## src/rtl/freq_meas_pkg.sv

```systemverilog
package freq_meas_pkg;

    typedef enum logic [1:0] {
        S_IDLE = 2'd0,
        S_ARM  = 2'd1,
        S_MEAS = 2'd2
    } fm_state_e;

    typedef enum logic [1:0] {
        RES_EMPTY = 2'd0,
        RES_OK    = 2'd1,
        RES_SLOW  = 2'd2,
        RES_FAST  = 2'd3
    } fm_result_e;

    localparam int unsigned ERR_SLOW = 0;
    localparam int unsigned ERR_FAST = 1;
    localparam int unsigned ERR_TMO  = 2;
    localparam int unsigned ERR_N    = 3;

endpackage

```

## src/rtl/freq_meas_counter.sv

```systemverilog
module freq_meas_counter #(
    parameter int unsigned CNT_W = 8
) (
    input  logic             clk_i,
    input  logic             rst_ni,
    input  logic             clear_i,
    input  logic             inc_i,
    output logic [CNT_W-1:0] cnt_o,
    output logic             ovfl_o
);

    logic [CNT_W-1:0] cnt_q;
    logic             ovfl_q;
    logic             at_max;

    assign at_max = &cnt_q;

    // value including this cycle's tick; saturates at the top
    always_comb begin
        cnt_o  = (inc_i && !at_max) ? cnt_q + 1'b1 : cnt_q;
        ovfl_o = ovfl_q | (inc_i & at_max);
    end

    always_ff @(posedge clk_i or negedge rst_ni) begin
        if (!rst_ni) begin
            cnt_q  <= '0;
            ovfl_q <= 1'b0;
        end else if (clear_i) begin
            cnt_q  <= '0;
            ovfl_q <= 1'b0;
        end else begin
            cnt_q  <= cnt_o;
            ovfl_q <= ovfl_o;
        end
    end

endmodule

```

## src/rtl/freq_meas_classify.sv

```systemverilog
module freq_meas_classify
    import freq_meas_pkg::*;
#(
    parameter int unsigned CNT_W = 8
) (
    input  logic [CNT_W-1:0] cnt_i,
    input  logic             ovfl_i,
    input  logic [CNT_W-1:0] lo_i,
    input  logic [CNT_W-1:0] hi_i,
    output fm_result_e       res_o
);

    // priority: empty, then fast (overflow or above), then slow
    always_comb begin
        if (cnt_i == '0 && !ovfl_i) begin
            res_o = RES_EMPTY;
        end else if (ovfl_i || cnt_i > hi_i) begin
            res_o = RES_FAST;
        end else if (cnt_i < lo_i) begin
            res_o = RES_SLOW;
        end else begin
            res_o = RES_OK;
        end
    end

endmodule

```

## src/rtl/freq_meas_timeout.sv

```systemverilog
module freq_meas_timeout #(
    parameter int unsigned TMO_WIN = 4
) (
    input  logic clk_i,
    input  logic rst_ni,
    input  logic clear_i,
    input  logic close_i,
    input  logic empty_i,
    output logic hit_o
);

    localparam int unsigned RUN_W = $clog2(TMO_WIN + 1);
    localparam logic [RUN_W-1:0] RUN_LAST = RUN_W'(TMO_WIN - 1);

    logic [RUN_W-1:0] run_q;

    assign hit_o = close_i & empty_i & (run_q == RUN_LAST);

    always_ff @(posedge clk_i or negedge rst_ni) begin
        if (!rst_ni) begin
            run_q <= '0;
        end else if (clear_i) begin
            run_q <= '0;
        end else if (close_i) begin
            if (!empty_i || hit_o) begin
                run_q <= '0;
            end else begin
                run_q <= run_q + 1'b1;
            end
        end
    end

endmodule

```

## src/rtl/freq_meas_monitor.sv

```systemverilog
module freq_meas_monitor
    import freq_meas_pkg::*;
#(
    parameter int unsigned CNT_W   = 8,
    parameter int unsigned TMO_WIN = 4
) (
    input  logic             clk_i,
    input  logic             rst_ni,
    input  logic             en_i,
    input  logic [CNT_W-1:0] lo_bound_i,
    input  logic [CNT_W-1:0] hi_bound_i,
    input  logic             meas_tick_i,
    input  logic             ref_win_i,
    input  logic [ERR_N-1:0] err_clr_i,
    output logic             slow_o,
    output logic             fast_o,
    output logic             timeout_o,
    output logic             ok_o,
    output logic             alert_o
);

    fm_state_e        state_q, state_d;
    logic             counting, closing, cnt_clear, run_clear;
    logic [CNT_W-1:0] win_cnt;
    logic             win_ovfl;
    fm_result_e       win_res;
    logic             tmo_hit;
    logic [ERR_N-1:0] err_ev, err_q;
    logic             ok_ev;
    logic             alert_q, ok_q;

    // next-state logic
    always_comb begin
        state_d = state_q;
        unique case (state_q)
            S_IDLE:  if (en_i) state_d = S_ARM;
            S_ARM:   if (!en_i) state_d = S_IDLE;
                     else if (ref_win_i) state_d = S_MEAS;
            S_MEAS:  if (!en_i) state_d = S_IDLE;
            default: state_d = S_IDLE;
        endcase
    end

    // state register
    always_ff @(posedge clk_i or negedge rst_ni) begin
        if (!rst_ni) state_q <= S_IDLE;
        else         state_q <= state_d;
    end

    // state-decoded controls
    always_comb begin
        counting  = (state_q == S_MEAS) && en_i;
        closing   = counting && ref_win_i;
        cnt_clear = !counting || ref_win_i;
        run_clear = !counting;
    end

    freq_meas_counter #(.CNT_W(CNT_W)) u_cnt (
        .clk_i   (clk_i),
        .rst_ni  (rst_ni),
        .clear_i (cnt_clear),
        .inc_i   (counting & meas_tick_i),
        .cnt_o   (win_cnt),
        .ovfl_o  (win_ovfl)
    );

    freq_meas_classify #(.CNT_W(CNT_W)) u_cls (
        .cnt_i  (win_cnt),
        .ovfl_i (win_ovfl),
        .lo_i   (lo_bound_i),
        .hi_i   (hi_bound_i),
        .res_o  (win_res)
    );

    freq_meas_timeout #(.TMO_WIN(TMO_WIN)) u_tmo (
        .clk_i   (clk_i),
        .rst_ni  (rst_ni),
        .clear_i (run_clear),
        .close_i (closing),
        .empty_i (win_res == RES_EMPTY),
        .hit_o   (tmo_hit)
    );

    always_comb begin
        err_ev           = '0;
        err_ev[ERR_SLOW] = closing && (win_res == RES_SLOW);
        err_ev[ERR_FAST] = closing && (win_res == RES_FAST);
        err_ev[ERR_TMO]  = tmo_hit;
        ok_ev            = closing && (win_res == RES_OK);
    end

    // sticky flags, set over clear
    for (genvar g = 0; g < ERR_N; g++) begin : g_flag
        always_ff @(posedge clk_i or negedge rst_ni) begin
            if (!rst_ni) err_q[g] <= 1'b0;
            else         err_q[g] <= (err_q[g] & ~err_clr_i[g]) | err_ev[g];
        end
    end

    always_ff @(posedge clk_i or negedge rst_ni) begin
        if (!rst_ni) begin
            alert_q <= 1'b0;
            ok_q    <= 1'b0;
        end else begin
            alert_q <= |err_ev;
            ok_q    <= ok_ev;
        end
    end

    always_comb begin
        slow_o    = err_q[ERR_SLOW];
        fast_o    = err_q[ERR_FAST];
        timeout_o = err_q[ERR_TMO];
        ok_o      = ok_q;
        alert_o   = alert_q;
    end

endmodule

```

## config.mk

```make
export PLATFORM = sky130hd
export DESIGN_NAME = freq_meas_monitor
export DESIGN_NICKNAME = d
export VERILOG_FILES = /design/src/rtl/freq_meas_pkg.sv /design/src/rtl/freq_meas_counter.sv /design/src/rtl/freq_meas_classify.sv /design/src/rtl/freq_meas_timeout.sv /design/src/rtl/freq_meas_monitor.sv
export SDC_FILE = /design/constraint.sdc
export NUM_CORES = 1
export LEC_CHECK = 0
export BUFFER_PORTS_ARGS = -buffer_cell sky130_fd_sc_hd__buf_2
export CAP_MARGIN = 5
export CORE_MARGIN = 2
export CORE_UTILIZATION = 43
export DETAILED_ROUTE_END_ITERATION = 8
export GPL_ROUTABILITY_DRIVEN = 0
export GPL_TIMING_DRIVEN = 0
export PLACE_DENSITY = 0.75
export SLEW_MARGIN = 25
export SYNTH_ARGS = -nofsm -noshare
export SYNTH_HDL_FRONTEND = slang
export SYNTH_SLANG_ARGS = --single-unit
```

## constraint.sdc

```tcl
create_clock -name clk_i -period 3 [get_ports clk_i]
set_input_delay 0.45 -clock clk_i [delete_from_list [all_inputs] [get_ports clk_i]]
set_output_delay 0.45 -clock clk_i [all_outputs]
set_load 0.1 [all_outputs]
```

# Word-level counts from Yosys, hierarchy flattened
# Index checks and enable logic that the tools add are counted.
[totals]
reg_bits = 19
latchBits = 0
ram_bits = 0
rom_bits = 0
input_bits = 24
output_inout_bits = 5
word_cells = 71
mem_count = 0
[op_classes]
addsub = 2
multipliers = 0
n_div = 0
order_cmp = 2
n_eq_ne = 10
shift = 0
mux = 14
bitwise_logic = 14
reduce_logical = 20
[ops]
columns = ["operator", "count"]
rows = [
  ["$mux 8", 2],
  ["$mux 2", 7],
  ["$mux 3", 3],
  ["$add 8x1->8 const B", 1],
  ["$gt 8x8->1", 1],
  ["$logic_not 8->1", 1],
  ["$lt 8x8->1", 1],
  ["$reduce_and 8->1", 1],
  ["$and 1x1->1", 7],
  ["$logic_and 1x1->1", 7],
  ["$eq 2x2->1 const B", 3],
  ["$pmux 2 s3", 1],
  ["$eq 2x1->1 const B", 2],
  ["$logic_not 1->1", 4],
  ["$logic_not 2->1", 2],
  ["$ne 2x2->1 const B", 2],
  ["$or 1x1->1", 4],
  ["$add 3x1->3 const B", 1],
  ["$eq 3x2->1 const B", 1],
  ["$logic_or 1x1->1", 3],
  ["$ne 3x3->1 const B", 1],
  ["$not 1->1", 3],
  ["$reduce_and 3->1", 1],
  ["$reduce_or 3->1", 1],
  ["2 further kinds", 2],
]

# Depth between registers and ports, before layout
# Gate-level depths: netlist of the first run.
[logic_depth]
ltp_word = 16
mapped_depth = 13
depth_no_buf = 13

# By module
# A second synthesis of the first run with hierarchy kept.
[unflattened]
cells_unflattened = 169
area_unflattened_um2 = 1584.0
[by_module_without_submodules]
columns = ["mod", "n_inst", "cells_per_inst", "area_per_inst_um2", "seq_area_each_um2"]
rows = [
  ["freq_meas_counter", 1, 63, 650.6, 225.2],
  ["freq_meas_classify", 1, 62, 446.7, 0.0],
  ["freq_meas_monitor", 1, 28, 310.3, 175.2],
  ["freq_meas_timeout", 1, 16, 176.4, 75.1],
]

# Worst setup path after synthesis of the first run
# Ideal clock, no wire load.
[synth_timing]
path_kind = "flip-flop to flip-flop"
from = "reg state_q[0]"
to = "reg alert_q (netlist: alert_o)"
setup_time_ps = 94
arrival_time_ps = 2703
required_time_ps = 2906
path_slack_ps = 203
path_stages_with_launch = 12
n_path_buf = 0
synth_period_minus_slack_ps = 2797
cell_sequence = "dfrtp_1 nand3b_4 or3_4 nor2_1 and4_1 xor2_1 ha_1 nand4_1 nor2_1 o311a_1 nor2b_1 a211oi_1"
[synth_between]
elab_chain_len = 13
elab_cells_between_ends = 25
cone_classes = "2 x order compare; 3 x eq/ne; 4 x mux; 5 x bitwise; 11 x reduce/logical"
[synth_rtl]
columns = ["element", "line", "source"]
rows = [
  ["start, declared", "freq_meas_monitor.sv:22", "fm_state_e state_q, state_d;"],
  ["start signal, assigned", "freq_meas_monitor.sv:47", "else state_q <= state_d;"],
  ["$eq 2x2->1 (*)", "freq_meas_monitor.sv:52", "counting = (state_q == S_MEAS) && en_i;"],
  ["$logic_and 1x1->1 (*)", "freq_meas_monitor.sv:52", ""],
  ["$and 1x1->1", "freq_meas_monitor.sv:62", ".inc_i (counting & meas_tick_i),"],
  ["$logic_and 1x1->1", "freq_meas_counter.sv:20", "cnt_o = (inc_i && !at_max) ? cnt_q + 1'b1 : cnt_q;"],
  ["$mux 8", "freq_meas_counter.sv:20", ""],
  ["$lt 8x8->1 or $gt 8x8->1 (tied branches)", "freq_meas_classify.sv:19, freq_meas_classify.sv:17", ""],
  ["$mux 2 or $logic_or 1x1->1 (tied branches)", "freq_meas_classify.sv:19, freq_meas_classify.sv:17", ""],
  ["$mux 2", "freq_meas_classify.sv:17", "end else if (ovfl_i || cnt_i > hi_i) begin"],
  ["$mux 2", "freq_meas_classify.sv:15", "if (cnt_i == '0 && !ovfl_i) begin"],
  ["$logic_not 2->1", "freq_meas_monitor.sv:80", ".empty_i (win_res == RES_EMPTY),"],
  ["$and 1x1->1 (2 in series)", "freq_meas_timeout.sv:17", "assign hit_o = close_i & empty_i & (run_q == RUN_LAST);"],
  ["$reduce_or 3->1 (*)", "freq_meas_monitor.sv:105", "alert_q <= |err_ev;"],
  ["end signal, assigned", "freq_meas_monitor.sv:105", ""],
  ["end, declared", "freq_meas_monitor.sv:30", "logic alert_q, ok_q;"],
]
# Every way passes the cells marked *; elsewhere a longest branch is shown, timed or not.
# A chain may end at the register's enable or synchronous reset.

# Worst setup path in the final report of the first run
# Ends and elaborated chain as after synthesis.

==> out/qor.log, run 1 <==
INFO  die            coreArea=0.00336mm^2
INFO  power          p_comb_share=13.3%
INFO  worst_setup_path setup.reg_to_reg.worst_slack=0.05ns
INFO  placed_design  post_placement_cell_area=0.00172mm^2
INFO  clock_tree     cts_buffers=3
INFO  cells_and_area layout.cell_area.non_filler=0.00191mm^2
INFO  status         run_status=finished, final reports clean
INFO  worst_setup_path cpMaxStageDelayCell=dfrtp_1
INFO  cells_and_area fillerInstances=311
INFO  cells_and_area layout.core_utilization=56.7%
INFO  die            die_h=63.5um
INFO  placed_design  dpl.cell_count=246
INFO  cells_and_area fin_cells=262
INFO  synthesis      mappedNetlistNets=214
INFO  detailed_routing vias_per_std_cell=5.39
INFO  timing         timing_hold_violations_final=0
INFO  clock_tree     ctsHoldBuffers=0
INFO  power          internal-power=338uW
INFO  detailed_routing drt_first_pass_iters=4
INFO  die            io_pins=29
INFO  detailed_routing dr_total_vias=1412
INFO  power          switching_share=25.1%
INFO  global_route   antenna_found_initial=0
INFO  power          clockPowerShare=28.7%
INFO  global_route   track_usage=17.6%
INFO  power          power-per-cell-area=237mW/mm^2
INFO  worst_setup_path largest_fanout_on_the_critical_path=5
INFO  worst_setup_path reg2reg_depth=12
INFO  worst_setup_path worst_setup_sp=state_q[0]$_DFFE_PN0P_
INFO  clock_tree     clock_sinks=19
INFO  clock_tree     number_of_levels_in_the_clock_h_tree=1
INFO  detailed_routing drt_first_iter_violations=41
INFO  timing         tightestPinTransition=0.485ns
INFO  timing         max_slew_margin=67.9%
INFO  power          static-leakage-power=0.957nW
INFO  synthesis      synth-async-reset-ratio=100%
INFO  worst_setup_path critPathMaxStageDelay=0.42ns
INFO  cells_and_area final_layout_size_suffix_gt1_share=32.9%
INFO  synthesis      synthesis.instances=172
INFO  global_route   grt_first_pass_wirelength=5750um
INFO  global_route   grt.overflow.total=0
INFO  power          total_power=452uW
INFO  detailed_routing drc_violations_left=0
INFO  synthesis      synth.cell_area=0.00152mm^2
INFO  placed_design  port-buffer-count=28
INFO  power          maximum_ir_drop_on_the_vdd_rail=239uV
INFO  synthesis      postSynthAreaPerCell=8.86um^2
INFO  worst_setup_path cp-start-kind=flip-flop
INFO  global_route   grt_max_degree=20
INFO  synthesis      yosysSeqAreaShare=31.2%
INFO  clock_tree     maximum_clock_path_buffer_count=2
INFO  clock_tree     cts_clock_pin_slew_for_the_worst_setup_and_hold_paths=0.11ns
INFO  power          net_switching_power=113uW
INFO  worst_setup_path timing.critical_path.to_type=flip-flop
INFO  detailed_routing post_drt_wl_per_cell=13.5um
INFO  placed_design  post-dp-hpwl=2530um
INFO  die            initial_core_util=45.3%
INFO  worst_setup_path critical_path.reg2reg.startpoint=state_q[0]$_DFFE_PN0P_
INFO  detailed_routing antenna_left=0
INFO  worst_setup_path worstPathRequired=3.22ns
INFO  timing         fin_tns_setup=0ns
INFO  die            row_count=21
INFO  die            die_area=0.00404mm^2
INFO  worst_setup_path worst_r2r_endpoint=alert_o$_DFF_PN0_
INFO  die            die_width=63.5um
INFO  cells_and_area finalNetCount=259
INFO  clock_tree     root_buffer_cell=clkbuf_4
INFO  worst_setup_path timing.setup.critical_path_class=reg2reg
INFO  timing         finalSetupViolations=0
INFO  power          power_frac_seq=58.0%
INFO  timing         report.final.slew_viol_count=0
INFO  timing         timing.fmax=339MHz
INFO  cells_and_area antenna-diode-count=0
INFO  synthesis      ys.warnings.count=0
INFO  synthesis      synth_cell_type_count=42
INFO  worst_setup_path arrival=3.17ns
INFO  synthesis      synth_edf_count=0
INFO  timing         timing.final.crit_share=98.4%
INFO  clock_tree     tritoncts_clock_tree=done
INFO  job            cap_viol_max_count=0
INFO  timing         fin_crit=2.95ns
INFO  clock_tree     worstSkewPairLatency=0.29ns
INFO  min_path       worst_hold_path_type=in2async
INFO  cells_and_area areaGrowthSynthToFinish=25.0%
INFO  global_route   first_global_vias=1326
INFO  detailed_routing wl=3530um
INFO  worst_setup_path cp_cell_sequence=buf_4, nand4b_1, buf_4, nor2_1, nand3_1, o21a_1, ha_1, nand4_1, nor2_1, o311a_1, nor2b_2, a211oi_2
INFO  timing         final.setup_skew=0.00386ns
INFO  synthesis      postSynthRegisterBits=19
INFO  synthesis      synth_ff_type=dfrtp_1
## metal layers
layer  share of wire (%)  track usage (%)  vias to the layer above
met5                   0                0                        -
met4                 1.9             4.89                        0
met3                 3.1             1.61                        8
met2                  50             30.7                       28
met1                  45             23.1                      677
li1                    -                -                      699
## worst max-delay path by stage
stage	to	slack, ns	cells after the start
3_5_place_dp	alert_o$_DFF_PN0_	-0.30	12
3_3_place_gp	alert_o$_DFF_PN0_	-0.30	12
2_1_floorplan	alert_o$_DFF_PN0_	0.20	11
5_1_grt	alert_o$_DFF_PN0_	-0.08	12
4_1_cts	alert_o$_DFF_PN0_	0.03	11
6_report	alert_o$_DFF_PN0_	0.05	12
## layout by cell type (no fill, tap or decap), drive strengths merged, types with 3 or more instances in the layout
master,count
buf,42
inv,24
dfrtp,19
ha,18
a21oi,16
nor2,15
nand2,14
and2,6
nand4,6
o22ai,4
o21ai,4
nand3,3
clkbuf,3
nor2b,3
a211oi,3
## power by group through the flow
| stage | sequential [mW] | combinational, mW | clock [mW] |
|---|---|---|---|
| 2_1_floorplan | 0.266 | 0.0264 | 0 |
| 3_3_place_gp | 0.267 | 0.0521 | 0 |
| 3_5_place_dp | 0.267 | 0.0536 | 0 |
| 4_1_cts | 0.262 | 0.0580 | 0.131 |
| 5_1_grt | 0.262 | 0.0701 | 0.146 |
| 6_report | 0.262 | 0.0602 | 0.130 |
## stage by stage
stage	hold slack [ns]	setup WS, ns
finish	0.0716	0.0487
global route	0.0895	-0.0762
CTS	0.0829	0.0279
detailed placement	0.413	-0.302
global placement	0.414	-0.295
floorplan	0.154	0.203
## worst max-delay path, delay by kind of cell, from the launching register on
kind	cells	cell delay, ns
buf+inv	2	0.37
simple gates	6	1.06
flops	1	0.42
compound gates	3	0.74
fa+ha+maj	1	0.28
## timing repair
item	in CTS	in global routing
pin swaps	1	8
endpoints found under the setup margin	2	2
buffers inserted	4	8
resized for setup	7	12
endpoints found under the hold margin	0	0
## cells in the mapped netlist (2+ instances only)
master | n | area, um^2
xnor2_1 | 2 | 17.5
o21ai_0 | 4 | 20.0
and2_1 | 6 | 37.5
xor2_1 | 2 | 17.5
nand4_1 | 4 | 25.0
o22ai_1 | 4 | 25.0
inv_1 | 24 | 90.1
a21oi_1 | 16 | 80.1
nand2_1 | 14 | 52.6
nor2_1 | 15 | 56.3
o21a_1 | 2 | 15.0
and3b_2 | 2 | 20.0
nor3_1 | 2 | 10.0
dfrtp_1 | 19 | 475
and4_1 | 2 | 17.5
nor2b_1 | 3 | 18.8
mux2i_1 | 2 | 20.0
nand3_1 | 3 | 15.0
ha_1 | 18 | 225
and3_1 | 2 | 12.5
o211ai_1 | 2 | 15.0
a211oi_1 | 3 | 22.5
or4_1 | 2 | 15.0
## state kept, by name, indices dropped and copies added (netlist names)
register	cells
u_cnt.ovfl_q	1
fast_o	1
timeout_o	1
ok_o	1
state_q	2
u_tmo.run_q	3
alert_o	1
slow_o	1
u_cnt.cnt_q	8
## layout make-up
cell class / count / area [um^2] / share of cell area (%)
sequential: 19 / 480 / 25.2
clock inverter: 1 / 5.00 / 0.263
tap: 46 / 57.6 / 3.02
timing repair buffer: 40 / 230 / 12.1
inverter: 24 / 90.1 / 4.73
clock buffer: 3 / 22.5 / 1.18
multi-input combinational: 127 / 1000 / 52.5
buffer: 2 / 18.8 / 0.985
## logic make-up (layout without fill, tap and decap cells)
kind of cell | after synthesis | after routing | share of synthesized area [%]
xor+xnor | 4 | 4 | 2.30
flops | 19 | 19 | 31.2
buf+inv | 26 | 70 | 7.14
simple gates | 64 | 64 | 25.3
fa+ha+maj | 18 | 18 | 14.8
compound gates | 38 | 38 | 17.2
mux | 3 | 3 | 2.05
No activity file was read; power rests on OpenSTA's default activity.
==> run 2: changes to the inputs <==
--- a/config.mk
+++ b/config.mk
@@ -12,8 +12,9 @@
 export DETAILED_ROUTE_END_ITERATION = 8
 export GPL_ROUTABILITY_DRIVEN = 0
 export GPL_TIMING_DRIVEN = 0
-export PLACE_DENSITY = 0.75
+export PLACE_DENSITY = 0.74
 export SLEW_MARGIN = 25
 export SYNTH_ARGS = -nofsm -noshare
 export SYNTH_HDL_FRONTEND = slang
+export SYNTH_HIERARCHICAL = 1
 export SYNTH_SLANG_ARGS = --single-unit
==> out/qor.log, run 2 <==
INFO  status         run_status=finished with violations
INFO  status         failing_checks=setup timing
INFO  clock_tree     number_of_levels_in_the_clock_h_tree=1 [unchanged]
INFO  synthesis      synthesis.instances=169 [-1.7%]
INFO  power          clockPowerShare=34.5% [+5.8 points]
INFO  cells_and_area largest_register=u_cnt/cnt_q
INFO  die            io_pins=29 [unchanged]
INFO  die            die_area=0.00419mm^2 [+3.7%]
INFO  min_path       worst_hold_path_type=in2async
INFO  global_route   grt.overflow.total=0 [unchanged]
INFO  clock_tree     maximum_clock_path_buffer_count=2 [unchanged]
INFO  cells_and_area final_cell_mix=buf_2 (30), inv_1 (22), dfrtp_1 (19), ha_1 (14), buf_4 (12)
INFO  synthesis      synth_edf_count=0 [unchanged]
INFO  worst_setup_path cp-start-kind=flip-flop
INFO  worst_setup_path largest_fanout_on_the_critical_path=6 [+1]
INFO  power          internal-power=381uW [+13%]
INFO  power          power-per-cell-area=237mW/mm^2 [about the same]
INFO  placed_design  post-dp-hpwl=2460um [-2.7%]
INFO  detailed_routing antenna_left=0 [unchanged]
INFO  worst_setup_path timing.setup.critical_path_class=reg2reg
INFO  timing         final.setup_skew=0.00105ns [-0.00281 ns]
INFO  timing         tightestPinTransition=0.487ns [+0.00202 ns]
INFO  synthesis      yosysSeqAreaShare=30.0% [-1.2 points]
INFO  timing         fin_crit=3.14ns [+0.186 ns]
INFO  detailed_routing dr_total_vias=1357 [-3.9%]
INFO  worst_setup_path critical_path.reg2reg.startpoint=state_q[0]$_DFFE_PN0P_
INFO  cells_and_area layout.cell_area.non_filler=0.00206mm^2 [+8.3%]
INFO  clock_tree     worstSkewPairLatency=0.25ns [-0.04 ns]
INFO  detailed_routing met3WireLength=84um [-24%]
INFO  timing         fin_tns_setup=-0.756ns [-0.756 ns]
INFO  synthesis      synth_most_common_cell=inv_1
INFO  worst_setup_path reg2reg_depth=13 [+1]
INFO  die            initial_core_util=43.9% [-1.4 points]
INFO  cells_and_area fillerInstances=323 [+3.9%]
INFO  placed_design  dpl.cell_count=245 [-0.41%]
INFO  cells_and_area antenna-diode-count=0 [unchanged]
INFO  synthesis      area_fraction_of_the_dominant_cell_type_after_synthesis=30.0% [-1.2 points]
INFO  cells_and_area areaGrowthSynthToFinish=30.3%
INFO  cells_and_area leading_cell_type_in_the_layout_fill_and_taps_excluded=buf_2
INFO  timing         grt_setup_unrepaired=yes
INFO  timing         timing_hold_violations_final=0 [unchanged]
INFO  worst_setup_path setup.reg_to_reg.worst_slack=-0.14ns [-0.19 ns]
INFO  worst_setup_path worst_r2r_endpoint=alert_o$_DFF_PN0_
INFO  detailed_routing post_drt_wl_per_cell=13.2um [-1.9%]
INFO  clock_tree     tritoncts_clock_tree=done
INFO  power          switching_share=22.0% [-3.1 points]
INFO  die            row_count=22 [+4.8%]
INFO  clock_tree     cts_buffers=3 [unchanged]
INFO  worst_setup_path timing.critical_path.to_type=flip-flop
INFO  die            die_width=64.7um [+1.8%]
INFO  power          p_comb_share=12.4% [-0.9 points]
INFO  synthesis      mappedNetlistNets=211 [-1.4%]
INFO  synthesis      synth_top_area_cell=dfrtp_1
INFO  cells_and_area final_layout_size_suffix_gt1_share=38.8% [+5.9 points]
INFO  timing         report.final.slew_viol_count=0 [unchanged]
INFO  cells_and_area fin_cells=262 [unchanged]
INFO  worst_setup_path worst_setup_sp=state_q[0]$_DFFE_PN0P_
INFO  synthesis      postSynthRegisterBits=19 [unchanged]
INFO  die            coreArea=0.00361mm^2 [+7.2%]
INFO  cells_and_area largest_register_ff_count=8 [unchanged]
INFO  synthesis      synth_ff_type=dfrtp_1
INFO  synthesis      ys.warnings.count=6 [+6]
INFO  detailed_routing met2_wirelength=1690um [-3.8%]
INFO  power          net_switching_power=107uW [-5.2%]
INFO  synthesis      top_area_cells_in_the_synthesized_netlist=dfrtp_1 (30%), ha_1 (14%), inv_1 (5.2%), a21oi_1 (4.4%), mux2_4 (3.8%)
INFO  synthesis      synth.cells.most_frequent=inv_1 (22), dfrtp_1 (19), ha_1 (18)
INFO  detailed_routing drt_first_pass_iters=4 [unchanged]
INFO  placed_design  post_placement_cell_area=0.00182mm^2 [+6.0%]
INFO  timing         max_slew_margin=67.8% [-0.13 points]
INFO  global_route   grt_max_degree=20 [unchanged]
INFO  power          static-leakage-power=0.982nW [+2.6%]
INFO  power          maximum_ir_drop_on_the_vdd_rail=198uV [-17%]
INFO  die            die_h=64.7um [+1.8%]
INFO  clock_tree     root_buffer_cell=clkbuf_8
INFO  power          power_frac_seq=53.1% [-4.9 points]
INFO  timing         timing.final.crit_share=105% [+6.2 points]
INFO  global_route   first_global_vias=1194 [-10%]
INFO  synthesis      postSynthAreaPerCell=9.37um^2 [+5.8%]
INFO  synthesis      synth.cell_area=0.00158mm^2 [+3.9%]
INFO  placed_design  dp_slack=-0.407ns [-0.105 ns]
INFO  detailed_routing vias_per_std_cell=5.18 [-3.9%]
INFO  worst_setup_path worstPathRequired=3.17ns [-0.05 ns]
INFO  detailed_routing wl=3460um [-1.9%]
INFO  timing         whs=0.136ns [+0.0646 ns]
INFO  synthesis      synth_cell_type_count=50 [+19%]
INFO  global_route   antenna_found_initial=0 [unchanged]
INFO  detailed_routing drt_first_iter_violations=67 [+63%]
INFO  clock_tree     cts_clock_pin_slew_for_the_worst_setup_and_hold_paths=0.06ns [-0.05 ns]
INFO  global_route   track_usage=16.0% [-1.6 points]
INFO  worst_setup_path arrival=3.31ns [+0.14 ns]
INFO  timing         finalSetupViolations=8 [+8]
INFO  detailed_routing top_signal_layer_used=met4
INFO  timing         timing.fmax=319MHz [-5.9%]
INFO  detailed_routing drc_violations_left=0 [unchanged]
INFO  synthesis      synth-async-reset-ratio=100% [unchanged]
INFO  detailed_routing met1Wirelength=1630um [+2.5%]
INFO  global_route   grt_first_pass_wirelength=5240um [-8.9%]
INFO  cells_and_area top_regs=u_cnt/cnt_q: 8 flops, u_tmo/run_q: 3 flops, state_q: 2 flops
INFO  cells_and_area layout.core_utilization=57.3% [+0.59 points]
INFO  placed_design  port-buffer-count=28 [unchanged]
INFO  power          total_power=489uW [+8.3%]
INFO  job            cap_viol_max_count=0 [unchanged]
INFO  cells_and_area finalNetCount=257 [-0.77%]
INFO  timing         final.setup.worst_slack=-0.137ns [-0.186 ns]
INFO  clock_tree     clock_sinks=19 [unchanged]
run 2: cell count changes after synthesis, sizes merged, moves of 3 or more:
cell,delta
a31oi,+3
and2,-4
mux2,+4
nand2,-8
nand2b,+7
nand3,+3
nor2,-5
o22ai,-3
run 2: kinds of logic (layout without fill, tap and decap cells):
family | after synthesis | in the layout | synth area share (%)
flip-flops | 19 | 19 | 30.0
multiplexers | 6 | 6 | 5.13
AND/OR/NAND/NOR | 60 | 60 | 25.0
XOR/XNOR | 3 | 3 | 1.66
AO/OA/AOI/OAI | 36 | 36 | 17.2
adder cells (fa/ha/maj) | 18 | 18 | 14.2
buffers and inverters | 27 | 72 | 6.79
run 2: metal layers:
| metal | track usage [%] | up-vias |
|---|---|---|
| li1 | - | 698 |
| met5 | 0 | - |
| met3 | 2.78 | 4 |
| met4 | 4.52 | 0 |
| met1 | 21.7 | 635 |
| met2 | 26.0 | 20 |
run 2: layout make-up:
cell class / count / area (um^2) / share of cell area [%]
flip-flops and latches: 19 / 475 / 23.0
repair buffers: 41 / 245 / 11.9
plain buffers: 4 / 21.3 / 1.03
inverters: 23 / 86.3 / 4.18
multi-input cells: 123 / 1130 / 54.8
clock buffers: 4 / 45.0 / 2.18
well taps: 48 / 60.1 / 2.91
run 2: critical path, cell delays in order, from the launching register on:
cell	delay [ns]
dfrtp_1	0.37
and3b_2	0.23
and2_4	0.17
and4_4	0.27
nand3_4	0.07
mux2_4	0.35
ha_4	0.28
nand4_1	0.13
or2_1	0.27
o21a_1	0.12
o31a_1	0.33
nor2_4	0.15
and3_4	0.20
o21bai_1	0.10
run 2: repair_timing:
item | 4_1_cts | 5_1_grt
resized for setup | 3 | 16
pin swaps | 11 | 12
hold buffers | 0 | 0
buffers inserted | 8 | 5
setup endpoints to repair | 8 | 8
run 2: how the worst max path moves through the flow:
stage / to / slack, ns / depth (start not counted)
final: alert_o$_DFF_PN0_ / -0.14 / 13
after global routing: slow_o$_DFF_PN0_ / -0.26 / 14
after CTS: alert_o$_DFF_PN0_ / -0.15 / 13
after detailed placement: alert_o$_DFF_PN0_ / -0.41 / 14
after global placement: alert_o$_DFF_PN0_ / -0.38 / 14
after floorplan: alert_o$_DFF_PN0_ / 0.001 / 13
run 2: power by group through the flow:
stage                     sequential, mW  clock [mW]  combinational [mW]
after floorplan                    0.265           0              0.0265
after global placement             0.265           0              0.0512
after detailed placement           0.265           0              0.0527
after CTS                          0.259       0.177              0.0573
after global routing               0.260       0.187              0.0680
final                              0.260       0.169              0.0604
==> run 3: changes to the inputs <==
--- a/config.mk
+++ b/config.mk
@@ -7,12 +7,15 @@
 export LEC_CHECK = 0
 export BUFFER_PORTS_ARGS = -buffer_cell sky130_fd_sc_hd__buf_2
 export CAP_MARGIN = 5
+export CELL_PAD_IN_SITES_DETAIL_PLACEMENT = 1
+export CELL_PAD_IN_SITES_GLOBAL_PLACEMENT = 1
 export CORE_MARGIN = 2
 export CORE_UTILIZATION = 43
+export CTS_BUF_LIST = sky130_fd_sc_hd__clkbuf_8
 export DETAILED_ROUTE_END_ITERATION = 8
 export GPL_ROUTABILITY_DRIVEN = 0
 export GPL_TIMING_DRIVEN = 0
-export PLACE_DENSITY = 0.74
+export PLACE_DENSITY = 0.91
 export SLEW_MARGIN = 25
 export SYNTH_ARGS = -nofsm -noshare
 export SYNTH_HDL_FRONTEND = slang
==> out/qor.log, run 3 (synthesized netlist as in run 2, its figures left out) <==
INFO  min_path       worst_hold_path_type=in2async
INFO  worst_setup_path path_buf_inv=2 [+2]
INFO  timing         timing.final.crit_share=108% [+3.9 points]
INFO  worst_setup_path critPathTopFamily=simple AND/OR/NAND/NOR gates
INFO  cells_and_area layout.core_utilization=57.1% [-0.14 points]
INFO  placed_design  dpl.cell_count=245 [unchanged]
INFO  die            initial_core_util=43.9% [unchanged]
INFO  power          static-leakage-power=0.988nW [+0.55%]
INFO  cells_and_area top_regs=u_cnt/cnt_q: 8 flops, u_tmo/run_q: 3 flops, state_q: 2 flops
INFO  worst_setup_path critical_path_depth=14 [+1]
INFO  detailed_routing met2_wirelength=2430um [+44%]
INFO  die            die_h=64.7um [unchanged]
INFO  detailed_routing drc_violations_left=0 [unchanged]
INFO  timing         timing.fmax=307MHz [-3.6%]
INFO  detailed_routing drt_first_iter_violations=44 [-34%]
INFO  detailed_routing wl=4810um [+39%]
INFO  timing         finalSetupViolations=8 [unchanged]
INFO  detailed_routing post_drt_wl_per_cell=18.5um [+40%]
INFO  worst_setup_path cp_cell_sequence=and3b_2, and2_4, and4_4, nand3_4, mux2_4, ha_4, nand4_1, buf_4, a21oi_2, o21a_1, o31a_1, buf_4, nand2_2, o32ai_2
INFO  global_route   antenna_found_initial=0 [unchanged]
INFO  timing         whs=0.132ns [-0.00402 ns]
INFO  power          power-per-cell-area=249mW/mm^2 [+4.9%]
INFO  cells_and_area largest_register_ff_count=8 [unchanged]
INFO  cells_and_area largest_register=u_cnt/cnt_q
INFO  clock_tree     cts_clock_pin_slew_for_the_worst_setup_and_hold_paths=0.08ns [+0.02 ns]
INFO  clock_tree     cts_buffers=3 [unchanged]
INFO  detailed_routing vias_per_std_cell=5.76 [+11%]
INFO  timing         fin_crit=3.25ns [+0.118 ns]
INFO  worst_setup_path largest_fanout_on_the_critical_path=5 [-1]
INFO  clock_tree     tritoncts_clock_tree=done
INFO  timing         max_slew_margin=66.0% [-1.7 points]
INFO  die            row_count=22 [unchanged]
INFO  timing         grt_setup_unrepaired=yes
INFO  job            cap_viol_max_count=0 [unchanged]
INFO  worst_setup_path arrival=3.43ns [+0.12 ns]
INFO  worst_setup_path worstPathRequired=3.17ns [about the same]
INFO  detailed_routing met1Wirelength=2030um [+24%]
INFO  die            io_pins=29 [unchanged]
INFO  worst_setup_path timing.setup.critical_path_class=reg2reg
INFO  worst_setup_path cpMaxStageDelayCell=dfrtp_1
INFO  cells_and_area final_layout_size_suffix_gt1_share=40.1% [+1.3 points]
INFO  clock_tree     ctsHoldBuffers=0 [unchanged]
INFO  clock_tree     clock_sinks=19 [unchanged]
INFO  global_route   first_global_vias=1461 [+22%]
INFO  placed_design  post-dp-hpwl=3090um [+26%]
INFO  detailed_routing antenna_left=0 [unchanged]
INFO  placed_design  port-buffer-count=28 [unchanged]
INFO  die            die_width=64.7um [unchanged]
INFO  global_route   track_usage=21.7% [+5.8 points]
INFO  cells_and_area finalNetCount=255 [-0.78%]
INFO  timing         final.setup_skew=0.00108ns [+0.0000340 ns]
INFO  worst_setup_path critical_path.reg2reg.startpoint=state_q[0]$_DFFE_PN0P_
INFO  cells_and_area fin_cells=260 [-0.76%]
INFO  worst_setup_path reg2reg_depth=14 [+1]
INFO  worst_setup_path setup.reg_to_reg.worst_slack=-0.25ns [-0.12 ns]
INFO  timing         report.final.slew_viol_count=0 [unchanged]
INFO  worst_setup_path critical_path.most_common_cell=buf_4
INFO  cells_and_area antenna-diode-count=0 [unchanged]
INFO  worst_setup_path worst_r2r_endpoint=slow_o$_DFF_PN0_
INFO  cells_and_area fillerInstances=409 [+27%]
INFO  worst_setup_path timing.critical_path.to_type=flip-flop
INFO  worst_setup_path cp-start-kind=flip-flop
INFO  die            die_area=0.00419mm^2 [unchanged]
INFO  power          maximum_ir_drop_on_the_vdd_rail=322uV [+63%]
INFO  status         failing_checks=setup timing
INFO  detailed_routing dr_total_vias=1498 [+10%]
INFO  clock_tree     number_of_levels_in_the_clock_h_tree=1 [unchanged]
INFO  global_route   grt_first_pass_wirelength=7080um [+35%]
INFO  worst_setup_path critPathMaxStageDelay=0.38ns [about the same]
INFO  die            coreArea=0.00361mm^2 [unchanged]
INFO  cells_and_area leading_cell_type_in_the_layout_fill_and_taps_excluded=buf_2
INFO  detailed_routing top_signal_layer_used=met4
INFO  cells_and_area multi_input_area=0.00115mm^2 [+1.4%]
INFO  detailed_routing met3WireLength=217um [+160%]
INFO  status         run_status=finished with violations
INFO  clock_tree     maximum_clock_path_buffer_count=2 [unchanged]
INFO  clock_tree     root_buffer_cell=clkbuf_8
INFO  cells_and_area final_cell_mix=buf_2 (30), inv_1 (22), dfrtp_1 (19), ha_1 (15), buf_4 (12)
INFO  clock_tree     worstSkewPairLatency=0.26ns [about the same]
INFO  cells_and_area areaGrowthSynthToFinish=30.0%
INFO  worst_setup_path end_point_of_the_critical_path=slow_o$_DFF_PN0_
INFO  worst_setup_path worst_setup_sp=state_q[0]$_DFFE_PN0P_
INFO  cells_and_area sequential_cell_area=475um^2 [unchanged]
INFO  global_route   grt.overflow.total=0 [unchanged]
INFO  timing         tightestPinTransition=0.509ns [+0.0222 ns]
INFO  timing         final.setup.worst_slack=-0.255ns [-0.118 ns]
INFO  global_route   grt_max_degree=20 [unchanged]
INFO  timing         timing_hold_violations_final=0 [unchanged]
INFO  detailed_routing drt_first_pass_iters=4 [unchanged]
==> run 3: cell types whose count changed in the layout (fill, tap and decap cells not counted), sizes merged <==
cell / before / now
buf: 44 / 42
clkbuf: 5 / 4
clkinv: 0 / 1
==> run 3: worst min path at each step <==
stage | startpoint | to | slack [ns] | cells past startpoint
after floorplan | rst_ni | alert_o$_DFF_PN0_ | 0.15 | 0
after global placement | rst_ni | timeout_o$_DFF_PN0_ | 0.42 | 1
after detailed placement | rst_ni | timeout_o$_DFF_PN0_ | 0.43 | 1
after CTS | rst_ni | u_cnt/ovfl_q$_DFF_PN0_ | 0.14 | 1
after global routing | rst_ni | slow_o$_DFF_PN0_ | 0.15 | 1
final | rst_ni | alert_o$_DFF_PN0_ | 0.13 | 1
==> run 3: layer usage <==
metal / GRT usage [%] / vias up
li1: - / 687
met1: 28.8 / 740
met2: 34.6 / 55
met3: 4.69 / 16
met4: 8.24 / 0
met5: 0 / -
==> run 3: through the flow <==
| stage | worst slack [ns] | instance area [um^2] | power (mW) | setup TNS, ns |
|---|---|---|---|---|
| after floorplan | 0.00106 | 1620 | 0.291 | 0 |
| after global placement | -0.373 | 1820 | 0.317 | -2.20 |
| after detailed placement | -0.504 | 1820 | 0.320 | -3.35 |
| after CTS | -0.187 | 1960 | 0.511 | -1.01 |
| after global routing | -0.389 | 2060 | 0.537 | -2.77 |
| final | -0.255 | 2060 | 0.512 | -1.72 |
==> run 3: cell type report <==
cell class | count | share of cell area (%)
multi-input cells | 123 | 55.7
inverters | 23 | 4.19
well taps | 48 | 2.92
plain buffers | 4 | 1.03
clock buffers | 3 | 2.00
repair buffers | 39 | 10.8
clock inverters | 1 | 0.243
flip-flops and latches | 19 | 23.1
==> run 3: power breakdown <==
group          switching [mW]  internal [mW]  total, mW
clock network          0.0945         0.0926      0.187
registers             0.00142          0.258      0.259
logic                  0.0353         0.0301     0.0653
==> run 3: repair_timing <==
item                       in CTS  in global routing
cloned                          0                  0
setup buffers                   7                  4
pin swaps                      11                  6
setup endpoints to repair       8                  8
resized for setup               7                 15
